**src/rtl/rxq_pkg.sv**
```systemverilog
package rxq_pkg;

    typedef enum logic [1:0] {
        DST_AES  = 2'd0,
        DST_DES  = 2'd1,
        DST_HASH = 2'd2,
        DST_RSVD = 2'd3
    } dest_e;

    // control byte, msb first: [7:6] dest, 5 wr_en, 4 rd_en, 3 sync, 2 flush, 1 spare, 0 start
    typedef struct packed {
        dest_e dest;
        logic  wr_en;
        logic  rd_en;
        logic  sync;
        logic  flush;
        logic  spare;
        logic  start;
    } ctrl_t;

    localparam logic [7:0] OFS_CTRL = 8'h00;
    localparam logic [7:0] OFS_LEN  = 8'h04;
    localparam logic [7:0] OFS_BLK  = 8'h08;
    localparam logic [7:0] OFS_DST  = 8'h0C;
    localparam logic [7:0] OFS_CNT  = 8'h10;

    localparam int FLUSH_BIT = 2;
    localparam int START_BIT = 0;

    function automatic logic in_window(input logic [7:0] a);
        return (a[7:6] == 2'b01) || (a[7:6] == 2'b10);
    endfunction

endpackage

```
**src/rtl/rxq_store.sv**
```systemverilog
module rxq_store #(
    parameter int DEPTH = 32,
    parameter int DW    = 32,
    localparam int PW   = $clog2(DEPTH),
    localparam int FW   = $clog2(DEPTH + 1)
) (
    input  logic          clk,
    input  logic          rst,
    input  logic          flush,
    input  logic          push,
    input  logic [DW-1:0] wdata,
    input  logic          pop,
    output logic [DW-1:0] head,
    output logic [FW-1:0] fill
);

    logic [DW-1:0] mem [DEPTH];
    logic [PW-1:0] wr_ptr, rd_ptr;
    logic          accept;

    assign accept = push && (fill != FW'(DEPTH));
    assign head   = mem[rd_ptr];

    function automatic logic [PW-1:0] bump(input logic [PW-1:0] p);
        return (p == PW'(DEPTH - 1)) ? '0 : p + 1'b1;
    endfunction

    always_ff @(posedge clk) begin
        if (accept) mem[wr_ptr] <= wdata;
    end

    always_ff @(posedge clk) begin
        if (rst || flush) begin
            wr_ptr <= '0;
            rd_ptr <= '0;
            fill   <= '0;
        end else begin
            if (accept) wr_ptr <= bump(wr_ptr);
            if (pop)    rd_ptr <= bump(rd_ptr);
            fill <= fill + FW'(accept) - FW'(pop);
        end
    end

    // occupancy never exceeds capacity
    a_r2_fill_bound: assert property (@(posedge clk) disable iff (rst)
        fill <= FW'(DEPTH));

    // a word is only delivered from a non-empty buffer
    a_r5_pop_has_data: assert property (@(posedge clk) disable iff (rst)
        pop |-> (fill != '0));

endmodule

```
**src/rtl/rxq_regs.sv**
```systemverilog
module rxq_regs
    import rxq_pkg::*;
#(
    parameter int DEPTH = 32,
    parameter int DW    = 32,
    localparam int FW   = $clog2(DEPTH + 1)
) (
    input  logic          clk,
    input  logic          rst,
    input  logic          reg_wr,
    input  logic [7:0]    reg_addr,
    input  logic [DW-1:0] reg_wdata,
    output logic [DW-1:0] reg_rdata,
    input  logic [FW-1:0] fill,
    input  logic [DW-1:0] count,
    input  logic          done,
    output ctrl_t         ctrl,
    output logic [DW-1:0] msg_len,
    output logic [15:0]   blk_size,
    output logic [1:0]    vcode,
    output logic [DW-1:0] dst_addr,
    output logic          flush,
    output logic          restart,
    output logic          win_push
);

    localparam logic [7:0] CLR_MASK = 8'hFA;

    logic       ctrl_wr;
    logic       ovf_q;
    logic [7:0] free_words;

    assign ctrl_wr    = reg_wr && (reg_addr == OFS_CTRL);
    assign flush      = ctrl_wr && reg_wdata[FLUSH_BIT];
    assign restart    = ctrl_wr && !reg_wdata[FLUSH_BIT] && reg_wdata[START_BIT] && !ctrl.start;
    assign win_push   = reg_wr && in_window(reg_addr) && ctrl.wr_en;
    assign free_words = 8'(DEPTH) - 8'(fill);

    always_ff @(posedge clk) begin
        if (rst) begin
            ctrl     <= '0;
            msg_len  <= '0;
            blk_size <= '0;
            vcode    <= '0;
            dst_addr <= '0;
        end else if (reg_wr) begin
            unique case (reg_addr)
                OFS_CTRL: ctrl <= reg_wdata[FLUSH_BIT] ? ctrl_t'(reg_wdata[7:0] & CLR_MASK)
                                                        : ctrl_t'(reg_wdata[7:0]);
                OFS_LEN:  msg_len <= reg_wdata;
                OFS_BLK: begin
                    blk_size <= reg_wdata[15:0];
                    vcode    <= reg_wdata[17:16];
                end
                OFS_DST:  dst_addr <= reg_wdata;
                default: ;
            endcase
        end
    end

    always_ff @(posedge clk) begin
        if (rst || flush)                           ovf_q <= 1'b0;
        else if (win_push && fill == FW'(DEPTH))    ovf_q <= 1'b1;
    end

    always_comb begin
        reg_rdata = '0;
        unique case (reg_addr)
            OFS_CTRL: begin
                reg_rdata[7:0]   = ctrl;
                reg_rdata[8]     = done;
                reg_rdata[9]     = ovf_q;
                reg_rdata[23:16] = free_words;
            end
            OFS_LEN: reg_rdata = msg_len;
            OFS_BLK: begin
                reg_rdata[15:0]  = blk_size;
                reg_rdata[17:16] = vcode;
            end
            OFS_DST: reg_rdata = dst_addr;
            OFS_CNT: reg_rdata = count;
            default: reg_rdata = '0;
        endcase
    end

endmodule

```
**src/rtl/rxq_sched.sv**
```systemverilog
module rxq_sched
    import rxq_pkg::*;
#(
    parameter int DEPTH = 32,
    parameter int DW    = 32,
    localparam int FW   = $clog2(DEPTH + 1)
) (
    input  logic          clk,
    input  logic          rst,
    input  logic          flush,
    input  logic          restart,
    input  ctrl_t         ctrl,
    input  logic [DW-1:0] msg_len,
    input  logic [15:0]   blk_size,
    input  logic [1:0]    vcode,
    input  logic [FW-1:0] fill,
    input  logic          eng_blk_ready,
    output logic          pop,
    output logic          eng_last,
    output logic [1:0]    eng_vbytes,
    output logic [DW-1:0] count,
    output logic          done
);

    logic          bursting_q;
    logic [FW-1:0] left_q;
    logic [DW-1:0] remaining;
    logic [FW-1:0] blk_eff, need;
    logic          owed, can_go, final_word;

    assign owed      = count < msg_len;
    assign remaining = msg_len - count;

    always_comb begin
        if (blk_size == 16'd0)              blk_eff = FW'(1);
        else if (blk_size > 16'(DEPTH))     blk_eff = FW'(DEPTH);
        else                                blk_eff = FW'(blk_size);
        need = (remaining < DW'(blk_eff)) ? FW'(remaining) : blk_eff;
    end

    assign can_go = ctrl.start && !done && !bursting_q && eng_blk_ready && owed && (fill >= need);

    always_ff @(posedge clk) begin
        if (rst || flush || restart) begin
            bursting_q <= 1'b0;
            left_q     <= '0;
            count      <= '0;
            done       <= 1'b0;
        end else begin
            if (bursting_q) begin
                count  <= count + 1'b1;
                left_q <= left_q - 1'b1;
                if (left_q == FW'(1)) bursting_q <= 1'b0;
            end else if (can_go) begin
                bursting_q <= 1'b1;
                left_q     <= need;
            end
            if (ctrl.start && !bursting_q && !owed) done <= 1'b1;
        end
    end

    assign pop        = bursting_q;
    assign final_word = bursting_q && (count + 1'b1 == msg_len);
    assign eng_last   = final_word && (ctrl.dest == DST_HASH);
    assign eng_vbytes = eng_last ? vcode : 2'd3;

    // nothing is delivered once the message is complete
    a_r8_no_push_after_done: assert property (@(posedge clk) disable iff (rst)
        done |-> !pop);

    // the marked final word closes its block
    a_r10_last_ends_burst: assert property (@(posedge clk) disable iff (rst || flush || restart)
        eng_last |=> !pop);

endmodule

```
**src/rtl/rx_msg_fifo.sv**
```systemverilog
module rx_msg_fifo
    import rxq_pkg::*;
#(
    parameter int DEPTH = 32,
    parameter int DW    = 32,
    localparam int FW   = $clog2(DEPTH + 1)
) (
    input  logic          clk,
    input  logic          rst,
    input  logic          reg_wr,
    input  logic [7:0]    reg_addr,
    input  logic [DW-1:0] reg_wdata,
    output logic [DW-1:0] reg_rdata,
    input  logic          eng_blk_ready,
    output logic          eng_valid,
    output logic [DW-1:0] eng_data,
    output logic [1:0]    eng_sel,
    output logic          eng_last,
    output logic [1:0]    eng_vbytes,
    output logic [DW-1:0] eng_dst
);

    ctrl_t         ctrl;
    logic [DW-1:0] msg_len, count;
    logic [15:0]   blk_size;
    logic [1:0]    vcode;
    logic          flush, restart, win_push, pop, done;
    logic [FW-1:0] fill;

    rxq_regs #(.DEPTH(DEPTH), .DW(DW)) regs_i (
        .clk(clk), .rst(rst), .reg_wr(reg_wr), .reg_addr(reg_addr),
        .reg_wdata(reg_wdata), .reg_rdata(reg_rdata), .fill(fill),
        .count(count), .done(done), .ctrl(ctrl), .msg_len(msg_len),
        .blk_size(blk_size), .vcode(vcode), .dst_addr(eng_dst),
        .flush(flush), .restart(restart), .win_push(win_push)
    );

    rxq_store #(.DEPTH(DEPTH), .DW(DW)) store_i (
        .clk(clk), .rst(rst), .flush(flush), .push(win_push),
        .wdata(reg_wdata), .pop(pop), .head(eng_data), .fill(fill)
    );

    rxq_sched #(.DEPTH(DEPTH), .DW(DW)) sched_i (
        .clk(clk), .rst(rst), .flush(flush), .restart(restart), .ctrl(ctrl),
        .msg_len(msg_len), .blk_size(blk_size), .vcode(vcode), .fill(fill),
        .eng_blk_ready(eng_blk_ready), .pop(pop), .eng_last(eng_last),
        .eng_vbytes(eng_vbytes), .count(count), .done(done)
    );

    assign eng_valid = pop;
    assign eng_sel   = ctrl.dest;

    // a flush empties the buffer and clears progress
    a_r1_flush_clears: assert property (@(posedge clk) disable iff (rst)
        flush |=> (fill == '0 && count == '0 && !eng_valid));

endmodule

```
**config.mk**
```make
export PLATFORM = sky130hd
export DESIGN_NAME = rx_msg_fifo
export DESIGN_NICKNAME = d
export VERILOG_FILES = /design/src/rtl/rxq_pkg.sv /design/src/rtl/rxq_store.sv /design/src/rtl/rxq_regs.sv /design/src/rtl/rxq_sched.sv /design/src/rtl/rx_msg_fifo.sv
export SDC_FILE = /design/constraint.sdc
export NUM_CORES = 1
export LEC_CHECK = 0
export BUFFER_PORTS_ARGS = -buffer_cell sky130_fd_sc_hd__buf_4
export CAP_MARGIN = 20
export CORE_UTILIZATION = 45
export CTS_BUF_LIST = sky130_fd_sc_hd__clkbuf_4
export CTS_CLUSTER_DIAMETER = 50
export DETAILED_ROUTE_END_ITERATION = 7
export GPL_TIMING_DRIVEN = 0
export SLEW_MARGIN = 25
export SYNTH_ARGS = -nofsm -noshare
export SYNTH_HDL_FRONTEND = slang
export SYNTH_SLANG_ARGS = --single-unit
```
**constraint.sdc**
```tcl
create_clock -name clk -period 7.86 [get_ports clk]
set_input_delay 0.393 -clock clk [delete_from_list [all_inputs] [get_ports clk]]
set_output_delay 0.393 -clock clk [all_outputs]
set_load 0.05 [all_outputs]
```
# After elaboration in Yosys (flattened, before gate mapping)
# Memories as Yosys holds them, arrays and structs flattened. A register that Yosys moved wholly into a read port is not among the register bits.
# Index checks and enable logic that the tools add are counted.
# op_classes
order_cmp	4
div_mod_pow	0
n_mux	21
bitwise_logic	0
reduce_logical	33
n_addsub	8
n_mul	0
shifts	0
eq_ne	13
# op_table
operator	n
10-bit one-hot mux with 5 select lines	1
6-bit one-hot mux with 4 select lines	2
32-bit by 1-bit adder with 32-bit output (second input constant)	1
32-bit == test	1
32-bit less-than comparator	1
32-bit by 6-bit less-than comparator with 1-bit output	1
32-bit subtractor	1
6-bit 2-to-1 mux	5
8-bit one-hot mux with 3 select lines	1
5-bit 2-to-1 mux	4
1-bit logical AND	18
8-bit by 4-bit == test with 1-bit output (second input constant)	2
16-bit by 6-bit > comparator with 1-bit output (second input constant)	1
16-bit logical NOT	1
5-bit by 1-bit adder with 5-bit output (second input constant)	2
5-bit == test (second input constant)	2
2-bit one-hot mux with 5 select lines	1
8-bit by 3-bit == test with 1-bit output (second input constant)	1
8-bit by 5-bit == test with 1-bit output (second input constant)	1
8-bit logical NOT	1
2-bit AND reduction	4
6-bit by 6-bit subtractor with 7-bit output (first input constant)	1
6-bit by 1-bit adder with 6-bit output	1
6-bit by 1-bit == test with 1-bit output (second input constant)	1
other kinds (12)	24
# totals
latchBits	0
mem_count	1
register_bits	147
rom_bits	0
inputBits	44
ram_bits	1024
# memory_table
name	words	word_bits	rd	rd_clocked_by_memory_dff	write_ports	line	rtl
store_i.mem	32	32	1	1	1	rxq_store.sv:17	logic [DW-1:0] mem [DEPTH];

# Depth between registers and ports, before layout
# Gate-level depths: netlist (run 1).
# logic_depth
depth_word	9
mapped_depth	31

# Hierarchy
# From an unflattened synthesis (run 1), not the netlist that was laid out.
# hier_totals
hier_cells	3360
hier_area_um2	50235.7
# modules_own_cells
module	area_each_um2	n_inst	cells_per_inst	seq_area_each_um2
rxq_store	40328.7	1	2043	31169.9
rxq_sched	5449.0	1	768	800.8
rxq_regs	4458.0	1	549	1801.7

# Worst setup path before layout (run 1)
# No wires, ideal clock.
# synth_path
kind	register to register
startpoint	register sched_i.count[0]
endpoint	register sched_i.left_q[1]
t_arrival_ns	5.913
path_buffers	1
path_slack_ns	1.873
path_stages_with_launch	30
setup_time_ns	0.075
cell_sequence	dfxtp_1 ha_1 inv_1 fa_1 a21o_1 a21oi_1 xnor2_1 ha_1 and4_2 nand2_1 nand4_1 a311o_1 a2111o_1 and4b_1 nand3_1 or4b_4 nor4_4 mux2i_1 ha_1 nand2b_1 a21o_1 a21oi_1 nor2b_1 o21ai_0 nand2b_1 a21oi_1 nor3_1 clkbuf_8 o31a_1 o22ai_1
# synth_via
elab_chain_cells	6
elab_cells_between_ends	10
cone_classes	add/sub (1); order compare (3); mux (3); reduce/logical (3)
# synth_lines
item	line	rtl
start: declaration	rxq_sched.sv:21	output logic [DW-1:0] count,
start signal: assignment	rxq_sched.sv:51	count <= count + 1'b1;
32-bit subtractor	rxq_sched.sv:32	assign remaining = msg_len - count;
32-bit by 6-bit less-than comparator with 1-bit output	rxq_sched.sv:38	need = (remaining < DW'(blk_eff)) ? FW'(remaining) : blk_eff;
6-bit 2-to-1 mux	rxq_sched.sv:38	
6-bit greater-or-equal comparator	rxq_sched.sv:41	assign can_go = ctrl.start && !done && !bursting_q && eng_blk_ready && owed && (fill >= need);
1-bit logical AND	rxq_sched.sv:41	
2-bit nonzero test (no source line)	n/a	
end signal: assignment	rxq_sched.sv:52	left_q <= left_q - 1'b1;
end signal: assignment	rxq_sched.sv:56	left_q <= need;
end: declaration	rxq_sched.sv:26	logic [FW-1:0] left_q;
# Parallel ways exist; a longest one is shown, timed or not. The select of a mux whose other input is x is not followed.
# A chain may end at the register's enable or synchronous reset.

# Worst setup path in the final report (run 1)
# layout_path
startpoint	register sched_i.count[2]
endpoint	register sched_i.left_q[0]
# The elaborated chain is that of the path after synthesis.

==> impl_summary.md, run 1 <==
Outcome
The run finished with clean final reports.

Synth
Synthesis instantiated 87 different standard cells from the library. The number of flops mapped to enable cells by yosys is 1,024. In the synthesized netlist the dominant register cell turns out to be sky130_fd_sc_hd__edfxtp_1. After synthesis, the mean cell area works out to 17.14 µm². The number of synthesized register bits is 1,175. The XOR/XNOR share of the synthesized area is 1.797%.

The share of synthesized cell area in and, or, nand and nor gates is 5.331%. The adder-cell area share of the yosys netlist is 1.733%. Synthesis produced a netlist with a net count of 2,983.

The synthesized area is 0.04924 mm². After technology mapping, the gate count stands at 2,872. The fraction of synthesis flops using an asynchronous set or reset pin is 0%.

Measured against the total synthesized area, the mux share comes to 16.27%. The warning count from the yosys run is 0. The fraction of the mapped netlist area in compound gates is 4.282%. Summing the sequential cell areas from Yosys gives 68.59% of the chip area. The combinational family with the most area after synthesis is multiplexers.

Floorplanning
The floorplan step set the die height to 332.8 µm. The starting density of the core is 45.68%. The die covers 0.1107 mm². From left edge to right edge, the die measures 332.8 µm. The floorplan has 120 rows. The total core area is 0.1078 mm². The boundary pin count is 146.

Drt
The first-pass detailed-route iteration total is 7. In this run, the number of DRC markers left after iteration 0 of detailed routing was 3,112. For this run, design rule violations remaining after detail routing come to 0.

The count of nets left with antenna violations once routing finished came out at 0. The detail-routed via count per cell is 5.960. The routed length per instance is 29.32 µm. After detailed routing, the total wire length is 147,900 µm. The via count is 30,070.

Timing
The share of the clock period used by the worst path is 94.85%. The transition time of the tightest slew-check pin is 1.099 ns. The headroom to the max-slew limit is 26.05%. The number of max-slew violations in the final report was 0.

Across all hold checks on the routed design, the worst slack comes to 0.1084 ns. Setup violations remaining at the end of the flow were counted as 0. The worst-case clock skew is 0.09282 ns.

The time the worst path needs with I/O delays and setup is 7.455 ns. Based on the critical path, the design can be clocked at up to 134.1 MHz. The final count of hold timing violations was 0. The setup total negative slack is 0 ns.

Place
The cell area after placement is 0.05390 mm². Summed over all nets, the half-perimeter wirelength after detailed placement is 103,900 µm. The total placed cells including tap cells is 4,480. The number of port buffers is 144. The final weighted congestion of routability-driven global placement is 0.9659.

Setup path
Along the worst path, the maximum fanout reaches 10. The cell that appears most often on the critical path is sky130_fd_sc_hd__a21oi_1. The slack of the worst reg-to-reg path is 0.40 ns. The startpoint type of the worst setup path is a flop.

For this run, the slowest stage of the critical path takes 0.57 ns. The worst-case reg-to-reg path depth is 32. The nature of the critical path endpoint is a flop. Data on the critical path is required at its endpoint by 8.92 ns. The start-to-end type of the worst setup path is reg -> reg.

Among all stages on the critical path, the largest delay is contributed by sky130_fd_sc_hd__or4b_4. Data on the critical path arrives at its endpoint at 8.51 ns.

Clock network
The CTS buffer count is 321. In this run the clock root is driven by a sky130_fd_sc_hd__clkbuf_4. Clock-pin slew was measured on the worst setup and hold paths at 0.06 ns. The maximum level of the CTS H-tree is 5.

The clock tree from TritonCTS is done. The longest clock path from root to sink contains 4 buffers. Counting every sink on the clock net gives 1,175. The source-to-sink clock delay at the later pin of the worst-skew pair is 1.21 ns.

Final layout
Summing all multi-input logic gate instances after layout gives 0.01473 mm². The count of nets after finishing is 3,555. The area growth from synthesis to layout is 17.87%. Across the whole layout, storage elements account for 0.03377 mm². Counting the fill cells in the layout gives 8,688.

The finished layout holds 5,045 standard cells, fillers aside. The layout cell share with drive strength beyond 1 is 31.08%. After routing the design area is 0.05804 mm².

GRT
Entering global routing, the biggest net connects 39 pins. The wire length of the first global-routing pass is 210,800 µm. The number of antenna violations at the first check in global routing is 8. For this run, the total global-route usage over all layers was measured as 26.72%. The sum of overflow across all layers after global routing is 0. The via count of the first global-routing pass is 31,010.

Power
The peak ir drop on the vdd network is 134.0 µV. For this design the static power due to leakage is 18.94 nW. The overall power after layout is 12.09 mW. Power spread over the standard cell area amounts to 208.3 mW/mm².

Min path
Along the worst hold path, the cell count comes to 6. The path type of the worst min-delay path is in -> reg.

Job
The max-cap violation count is 0.
[kinds of logic after synthesis]
family                     after synthesis
adders and majority gates               67
DFF                                   1175
muxes                                  396
xor gates and xnor gates               101
buffers and inverters                  231
AOI/OAI and AO/OA                      337
and+or+nand+nor                        565
[layout make-up]
cell class / count / area share (%)
antenna: 10 / 0.04312
buffer: 165 / 1.334
clock buffer: 433 / 5.601
clock inverter: 78 / 0.7093
inverter: 66 / 0.4269
multi-input combinational: 1466 / 25.38
sequential: 1175 / 58.19
tap: 1403 / 3.025
timing repair buffer: 249 / 5.290
[critical path: cells and delay by family (launching register included)]
kind            cells  cell delay [ns]
xor+xnor            1             0.26
fa+ha+maj           3             0.90
compound gates     10             2.25
simple gates       13             2.38
buf+inv             4             0.95
flops               1             0.31
mux                 1             0.31
[final timing paths]
| kind | from | endpoint |
|---|---|---|
| setup / recovery | sched_i.count[2]$_SDFFE_PP0P_ | sched_i.left_q[0]$_SDFFE_PP0P_ |
| hold / removal | reg_addr[5] | regs_i.ctrl[0]$_SDFFE_PP0P_ |
| setup reg to reg | sched_i.count[2]$_SDFFE_PP0P_ | sched_i.left_q[0]$_SDFFE_PP0P_ |
| hold reg to reg | regs_i.ctrl[1]$_SDFFE_PP0P_ | regs_i.ctrl[1]$_SDFFE_PP0P_ |
[synthesized netlist by cell type (4+ instances only)]
master / number / share of area, %
sky130_fd_sc_hd__and3_1: 11 / 0.14
sky130_fd_sc_hd__nor3_1: 19 / 0.19
sky130_fd_sc_hd__mux4_2: 320 / 15
sky130_fd_sc_hd__o22ai_1: 4 / 0.051
sky130_fd_sc_hd__nand3_1: 32 / 0.33
sky130_fd_sc_hd__nor2b_1: 6 / 0.076
sky130_fd_sc_hd__buf_1: 27 / 0.21
sky130_fd_sc_hd__xor2_1: 23 / 0.41
sky130_fd_sc_hd__o31ai_1: 6 / 0.091
sky130_fd_sc_hd__o211ai_1: 8 / 0.12
sky130_fd_sc_hd__mux2i_1: 43 / 0.87
sky130_fd_sc_hd__or4_1: 5 / 0.076
sky130_fd_sc_hd__a31oi_1: 9 / 0.11
sky130_fd_sc_hd__and4_1: 5 / 0.089
sky130_fd_sc_hd__dfxtp_1: 151 / 6.1
sky130_fd_sc_hd__nand4_1: 33 / 0.42
sky130_fd_sc_hd__nor4_1: 17 / 0.22
sky130_fd_sc_hd__o21ai_0: 58 / 0.59
sky130_fd_sc_hd__clkbuf_1: 117 / 0.89
sky130_fd_sc_hd__a21o_1: 14 / 0.21
sky130_fd_sc_hd__edfxtp_1: 1024 / 62
sky130_fd_sc_hd__a211oi_1: 11 / 0.17
sky130_fd_sc_hd__o21bai_1: 5 / 0.076
sky130_fd_sc_hd__nand2b_1: 11 / 0.14
sky130_fd_sc_hd__o21ai_1: 8 / 0.081
sky130_fd_sc_hd__o21a_1: 8 / 0.12
sky130_fd_sc_hd__buf_2: 9 / 0.091
sky130_fd_sc_hd__a21oi_1: 148 / 1.5
sky130_fd_sc_hd__inv_1: 63 / 0.48
sky130_fd_sc_hd__and2_1: 7 / 0.089
sky130_fd_sc_hd__or3_1: 7 / 0.089
sky130_fd_sc_hd__ha_1: 65 / 1.7
sky130_fd_sc_hd__nand3b_1: 6 / 0.091
sky130_fd_sc_hd__mux2_2: 32 / 0.73
sky130_fd_sc_hd__xnor2_1: 78 / 1.4
sky130_fd_sc_hd__nand2_1: 258 / 2.0
sky130_fd_sc_hd__a22oi_1: 12 / 0.18
sky130_fd_sc_hd__a222oi_1: 11 / 0.22
sky130_fd_sc_hd__buf_6: 6 / 0.14
sky130_fd_sc_hd__nor2_1: 124 / 0.95
[per-stage QoR]
step	utilization [%]	worst slack (ns)
3_3_place_gp	48.31	0.2389
2_1_floorplan	-	1.873
6_report	53.84	0.4047
4_1_cts	53.77	0.2583
5_1_grt	53.83	-0.01254
3_5_place_dp	50.00	0.3081
[flip-flops by register name, indices dropped and copies added, names as in the netlist, named ones only]
signal	cells
store_i.fill	6
regs_i.ctrl	7
regs_i.dst_addr	32
regs_i.ovf_q	1
store_i.rd_ptr	5
store_i.wr_ptr	5
sched_i.left_q	6
regs_i.msg_len	32
sched_i.done	1
regs_i.vcode	2
sched_i.pop	1
sched_i.count	32
regs_i.blk_size	16
store_i.mem	1024
[placed cells by master, fill, tap and decap left out, types with 9 or more instances in the layout]
| cell | n |
|---|---|
| sky130_fd_sc_hd__mux4_2 | 320 |
| sky130_fd_sc_hd__a222oi_1 | 11 |
| sky130_fd_sc_hd__clkbuf_1 | 103 |
| sky130_fd_sc_hd__clkbuf_4 | 433 |
| sky130_fd_sc_hd__buf_1 | 10 |
| sky130_fd_sc_hd__buf_12 | 10 |
| sky130_fd_sc_hd__buf_2 | 21 |
| sky130_fd_sc_hd__nand2b_1 | 11 |
| sky130_fd_sc_hd__buf_16 | 48 |
| sky130_fd_sc_hd__a21o_1 | 14 |
| sky130_fd_sc_hd__mux2_2 | 32 |
| sky130_fd_sc_hd__nand2_1 | 258 |
| sky130_fd_sc_hd__inv_1 | 63 |
| sky130_fd_sc_hd__clkbuf_2 | 19 |
| sky130_fd_sc_hd__o21ai_0 | 58 |
| sky130_fd_sc_hd__a31oi_1 | 9 |
| sky130_fd_sc_hd__a21oi_1 | 148 |
| sky130_fd_sc_hd__a211oi_1 | 11 |
| sky130_fd_sc_hd__nor2_4 | 32 |
| sky130_fd_sc_hd__dfxtp_1 | 151 |
| sky130_fd_sc_hd__mux2i_1 | 43 |
| sky130_fd_sc_hd__xnor2_1 | 78 |
| sky130_fd_sc_hd__nor3_1 | 19 |
| sky130_fd_sc_hd__a22oi_1 | 12 |
| sky130_fd_sc_hd__buf_4 | 152 |
| sky130_fd_sc_hd__edfxtp_1 | 1024 |
| sky130_fd_sc_hd__nand4_1 | 33 |
| sky130_fd_sc_hd__nor2_1 | 92 |
| sky130_fd_sc_hd__ha_1 | 65 |
| sky130_fd_sc_hd__dlygate4sd3_1 | 40 |
| sky130_fd_sc_hd__clkinv_1 | 61 |
| sky130_fd_sc_hd__xor2_1 | 23 |
| sky130_fd_sc_hd__diode_2 | 10 |
| sky130_fd_sc_hd__and3_1 | 11 |
| sky130_fd_sc_hd__nor4_1 | 17 |
| sky130_fd_sc_hd__nand3_1 | 32 |
[layer usage]
metal	GRT usage (%)	vias to the layer above	share of wire, %
met4	10.11	0	3.0
met1	34.34	15590	39
met3	5.020	252	7.5
met2	45.07	1487	50
li1	-	12740	-
met5	0	-	0
[where the power goes]
group / internal [mW] / switching [mW] / total [mW] / leakage, nW
clock: 2.66 / 2.42 / 5.08 / 2.20
combinational: 0.0660 / 0.178 / 0.244 / 6.32
sequential: 6.77 / 0.000958 / 6.77 / 10.4
total: 9.49 / 2.60 / 12.1 / 18.9
[what timing repair did]
action                     in CTS  in global routing
gates resized for setup         0                  0
setup endpoints to repair       0                  7
hold endpoints to repair     1131                  0
hold buffers                   40                  0
buffers inserted                0                  4
(Power assumes the default switching activity.)
==> run 2: changes to the inputs <==
- CORE_MARGIN: unset -> 4
- TNS_END_PERCENT: unset -> 30
==> impl_summary.md, run 2 (same netlist as run 1, synthesis figures left out) <==
Drt
The detail-routed via count per cell is 5.888. For this run, design rule violations remaining after detail routing come to 8. The final antenna-violating net count is 0.

For this run, the detailed router's first-pass iteration total came to 8. The routed length per instance is 28.50 µm. The via count is 29,800. The final routed wirelength across all metal layers is 144,300 µm. After the first detailed-routing iteration, the DRC count stood at 3,038.

GRT
The most used routing layer is met2. The via count of the first global-routing pass came to 30,650. The aggregate global-route resource usage is 25.05%. Entering global routing, the biggest net connects 39 pins. The met1 layer usage reported by global route is 32.42%. The met3 usage is 4.354%. The wire length of the first global-routing pass is 208,700 µm. The number of antenna violations at the first check in global routing is 14. The met2 capacity usage during global routing is 42.76%.

The sum of overflow across all layers after global routing is 0.

Setup path
The standard cell with the maximum stage delay on the critical path is sky130_fd_sc_hd__or4b_4. The startpoint of the most critical setup path is sched_i.count[2]$_SDFFE_PP0P_. The slack of the worst reg-to-reg path is 0.52 ns. STA classifies the critical path endpoint as a flop. The cell occurring most often along the worst timing path is sky130_fd_sc_hd__a21oi_1. Counting cells, the worst reg-to-reg path comes to 31. The number of buffers and inverters on the critical path is 3. On the worst path, the slowest cell contributes a delay of 0.59 ns. At the worst endpoint, the required time is 8.90 ns.

Along the worst path, the maximum fanout reaches 10. On the critical path the largest part of the delay comes from simple AND/OR/NAND/NOR gates. The start-to-end type of the worst setup path is reg -> reg. Data arrives at the worst endpoint at 8.38 ns. The source of the worst register-to-register timing path is sched_i.count[2]$_SDFFE_PP0P_.

The startpoint type of the worst setup path is a flop. Counting buffers and inverters, the worst setup path is 31 cells deep.

Power
The analysis attributes to cell leakage a power of 18.96 nW. In this run the power density over the cells is 211.7 mW/mm². The peak ir drop on the vdd network is 92.16 µV.

Floorplanning
The starting density of the core is 45.30%. The floorplan step set the die width to 338.8 µm. The die outline area is 0.1148 mm². The total core area is 0.1087 mm². The boundary pin count is 146. From bottom edge to top edge, the die measures 338.8 µm. The floorplan row count is 121.

Timing
The worst pin sits at a relative slew slack of 29.76%. Clock skew on the completed layout was measured at 0.09477 ns. The worst path in the final design needs a cycle of 7.335 ns, including I/O delays and setup. Setup repair after global routing left no endpoint under its margin.

The number of failing setup endpoints in the final timing report is 0. The number of max-slew violations in the final report is 0. After layout, the worst setup slack is 0.5249 ns. The transition time of the tightest slew-check pin is 1.054 ns. The achievable clock frequency is 136.3 MHz. The setup total negative slack is 0 ns. The final count of hold timing violations is 0.

The share of the clock period used by the worst path is 93.32%.

Clock network
The maximum level of the CTS H-tree is 5. The buffer type at the clock tree root is sky130_fd_sc_hd__clkbuf_4. TritonCTS built the clock tree. The clock transition time at the flip-flop clock pins of the worst setup and hold paths is 0.07 ns. The source-to-sink clock delay at the later pin of the worst-skew pair is 1.18 ns. The CTS buffer count is 322. For this design, the sink count on the clock tree is 1,175.

Counting along the longest clock path gives a buffer depth of 4.

Place
After detailed placement, the total cell area comes to 0.05380 mm². The worst setup timing slack at the placement stage is 0.6426 ns. Including well taps, the total number of placed cells is 4,489. The congestion estimate from routability-driven global placement came to 0.9407.

The HPWL after detailed placement is 102,300 µm. Input and output buffers added on the ports amount to 144.

Min path
The worst min-delay path startpoint is reg_addr[5]. The worst hold path belongs to the class in -> reg. The hold-critical path depth is 6.

Final layout
The area growth from synthesis to final layout is 18.10%. The flip-flop count of the largest register, all copies and words added is 1,024. The number of filler instances in the final layout is 8,814. The library cells used most frequently in the layout, excluding fill and tap cells, are 1,024 x sky130_fd_sc_hd__edfxtp_1, 436 x sky130_fd_sc_hd__clkbuf_4, 320 x sky130_fd_sc_hd__mux4_2, 258 x sky130_fd_sc_hd__nand2_1, 151 x sky130_fd_sc_hd__dfxtp_1. The layout cell share with drive strength beyond 1 is 31.11%.

store_i.mem holds more flip-flops than any other register. The finished cells cover 0.05815 mm². The post-layout instance count excluding filler cells is 5,062. The leading cell type in the layout, fill and taps excluded is sky130_fd_sc_hd__edfxtp_1. At the end of the flow, the number of nets in the layout was 3,553.

Outcome
The flow ran to the end, but the final reports show violations. The checks that failed: DRC.

Job
The max-cap violation count is 0.
==> run 2: cell types whose count changed in the layout (fill, tap and decap cells not counted), moves of 4 or more <==
cell / previous run / this run
sky130_fd_sc_hd__clkinv_1: 61 / 55
sky130_fd_sc_hd__bufinv_16: 4 / 10
sky130_fd_sc_hd__buf_2: 21 / 14
sky130_fd_sc_hd__buf_4: 152 / 147
sky130_fd_sc_hd__buf_12: 10 / 14
sky130_fd_sc_hd__buf_1: 10 / 15
sky130_fd_sc_hd__buf_16: 48 / 40
==> run 2: final timing paths <==
| kind | endpoint |
|---|---|
| max reg2reg | sched_i.left_q[0]$_SDFFE_PP0P_ |
| min reg2reg | regs_i.ctrl[1]$_SDFFE_PP0P_ |
| max | sched_i.left_q[0]$_SDFFE_PP0P_ |
| min | regs_i.ctrl[0]$_SDFFE_PP0P_ |
==> run 2: through the flow <==
step	hold slack, ns	utilization, %	power, mW
after detailed placement	0.4532	49.49	7.107
after CTS	0.02678	53.43	12.44
after floorplan	0.4357	-	6.966
final	0.1306	53.50	12.31
after global placement	0.4494	47.92	7.096
after global routing	0.06631	53.49	12.81
==> run 2: layout make-up <==
cell class / count / area, µm² / share of cell area (%)
antenna: 12 / 30.03 / 0.05164
buffer: 165 / 764.5 / 1.315
clock buffer: 436 / 3273 / 5.628
clock inverter: 82 / 595.6 / 1.024
inverter: 66 / 247.7 / 0.4260
multi-input combinational: 1466 / 14740 / 25.34
sequential: 1175 / 33770 / 58.07
tap: 1414 / 1769 / 3.042
timing repair buffer: 246 / 2967 / 5.101
==> run 2: routing by layer <==
layer | up-vias | share of wire [%]
li1 | 12730 | -
met1 | 15430 | 39
met2 | 1372 | 51
met3 | 278 | 6.6
met4 | 0 | 2.9
met5 | - | 0
==> run 2: power by group <==
part | internal (mW) | switching [mW] | total, mW
combinational | 0.0576 | 0.166 | 0.224
clock | 2.88 | 2.44 | 5.32
sequential | 6.77 | 0.00104 | 6.77
==> run 2: worst reg2reg max path, delay by kind of cell (launching register included) <==
kind / cells / cell delay, ns
AOI/OAI and AO/OA: 10 / 2.14
xor gates and xnor gates: 1 / 0.17
adders and majority gates: 3 / 0.88
buffers and inverters: 3 / 0.74
DFF: 1 / 0.31
muxes: 1 / 0.38
and+or+nand+nor: 13 / 2.62
==> run 2: timing repair <==
action                    in CTS  in global routing
hold endpoints to repair    1131                  0
setup buffers                  0                  0
gates resized for setup        0                  0
hold buffers                  41                  0
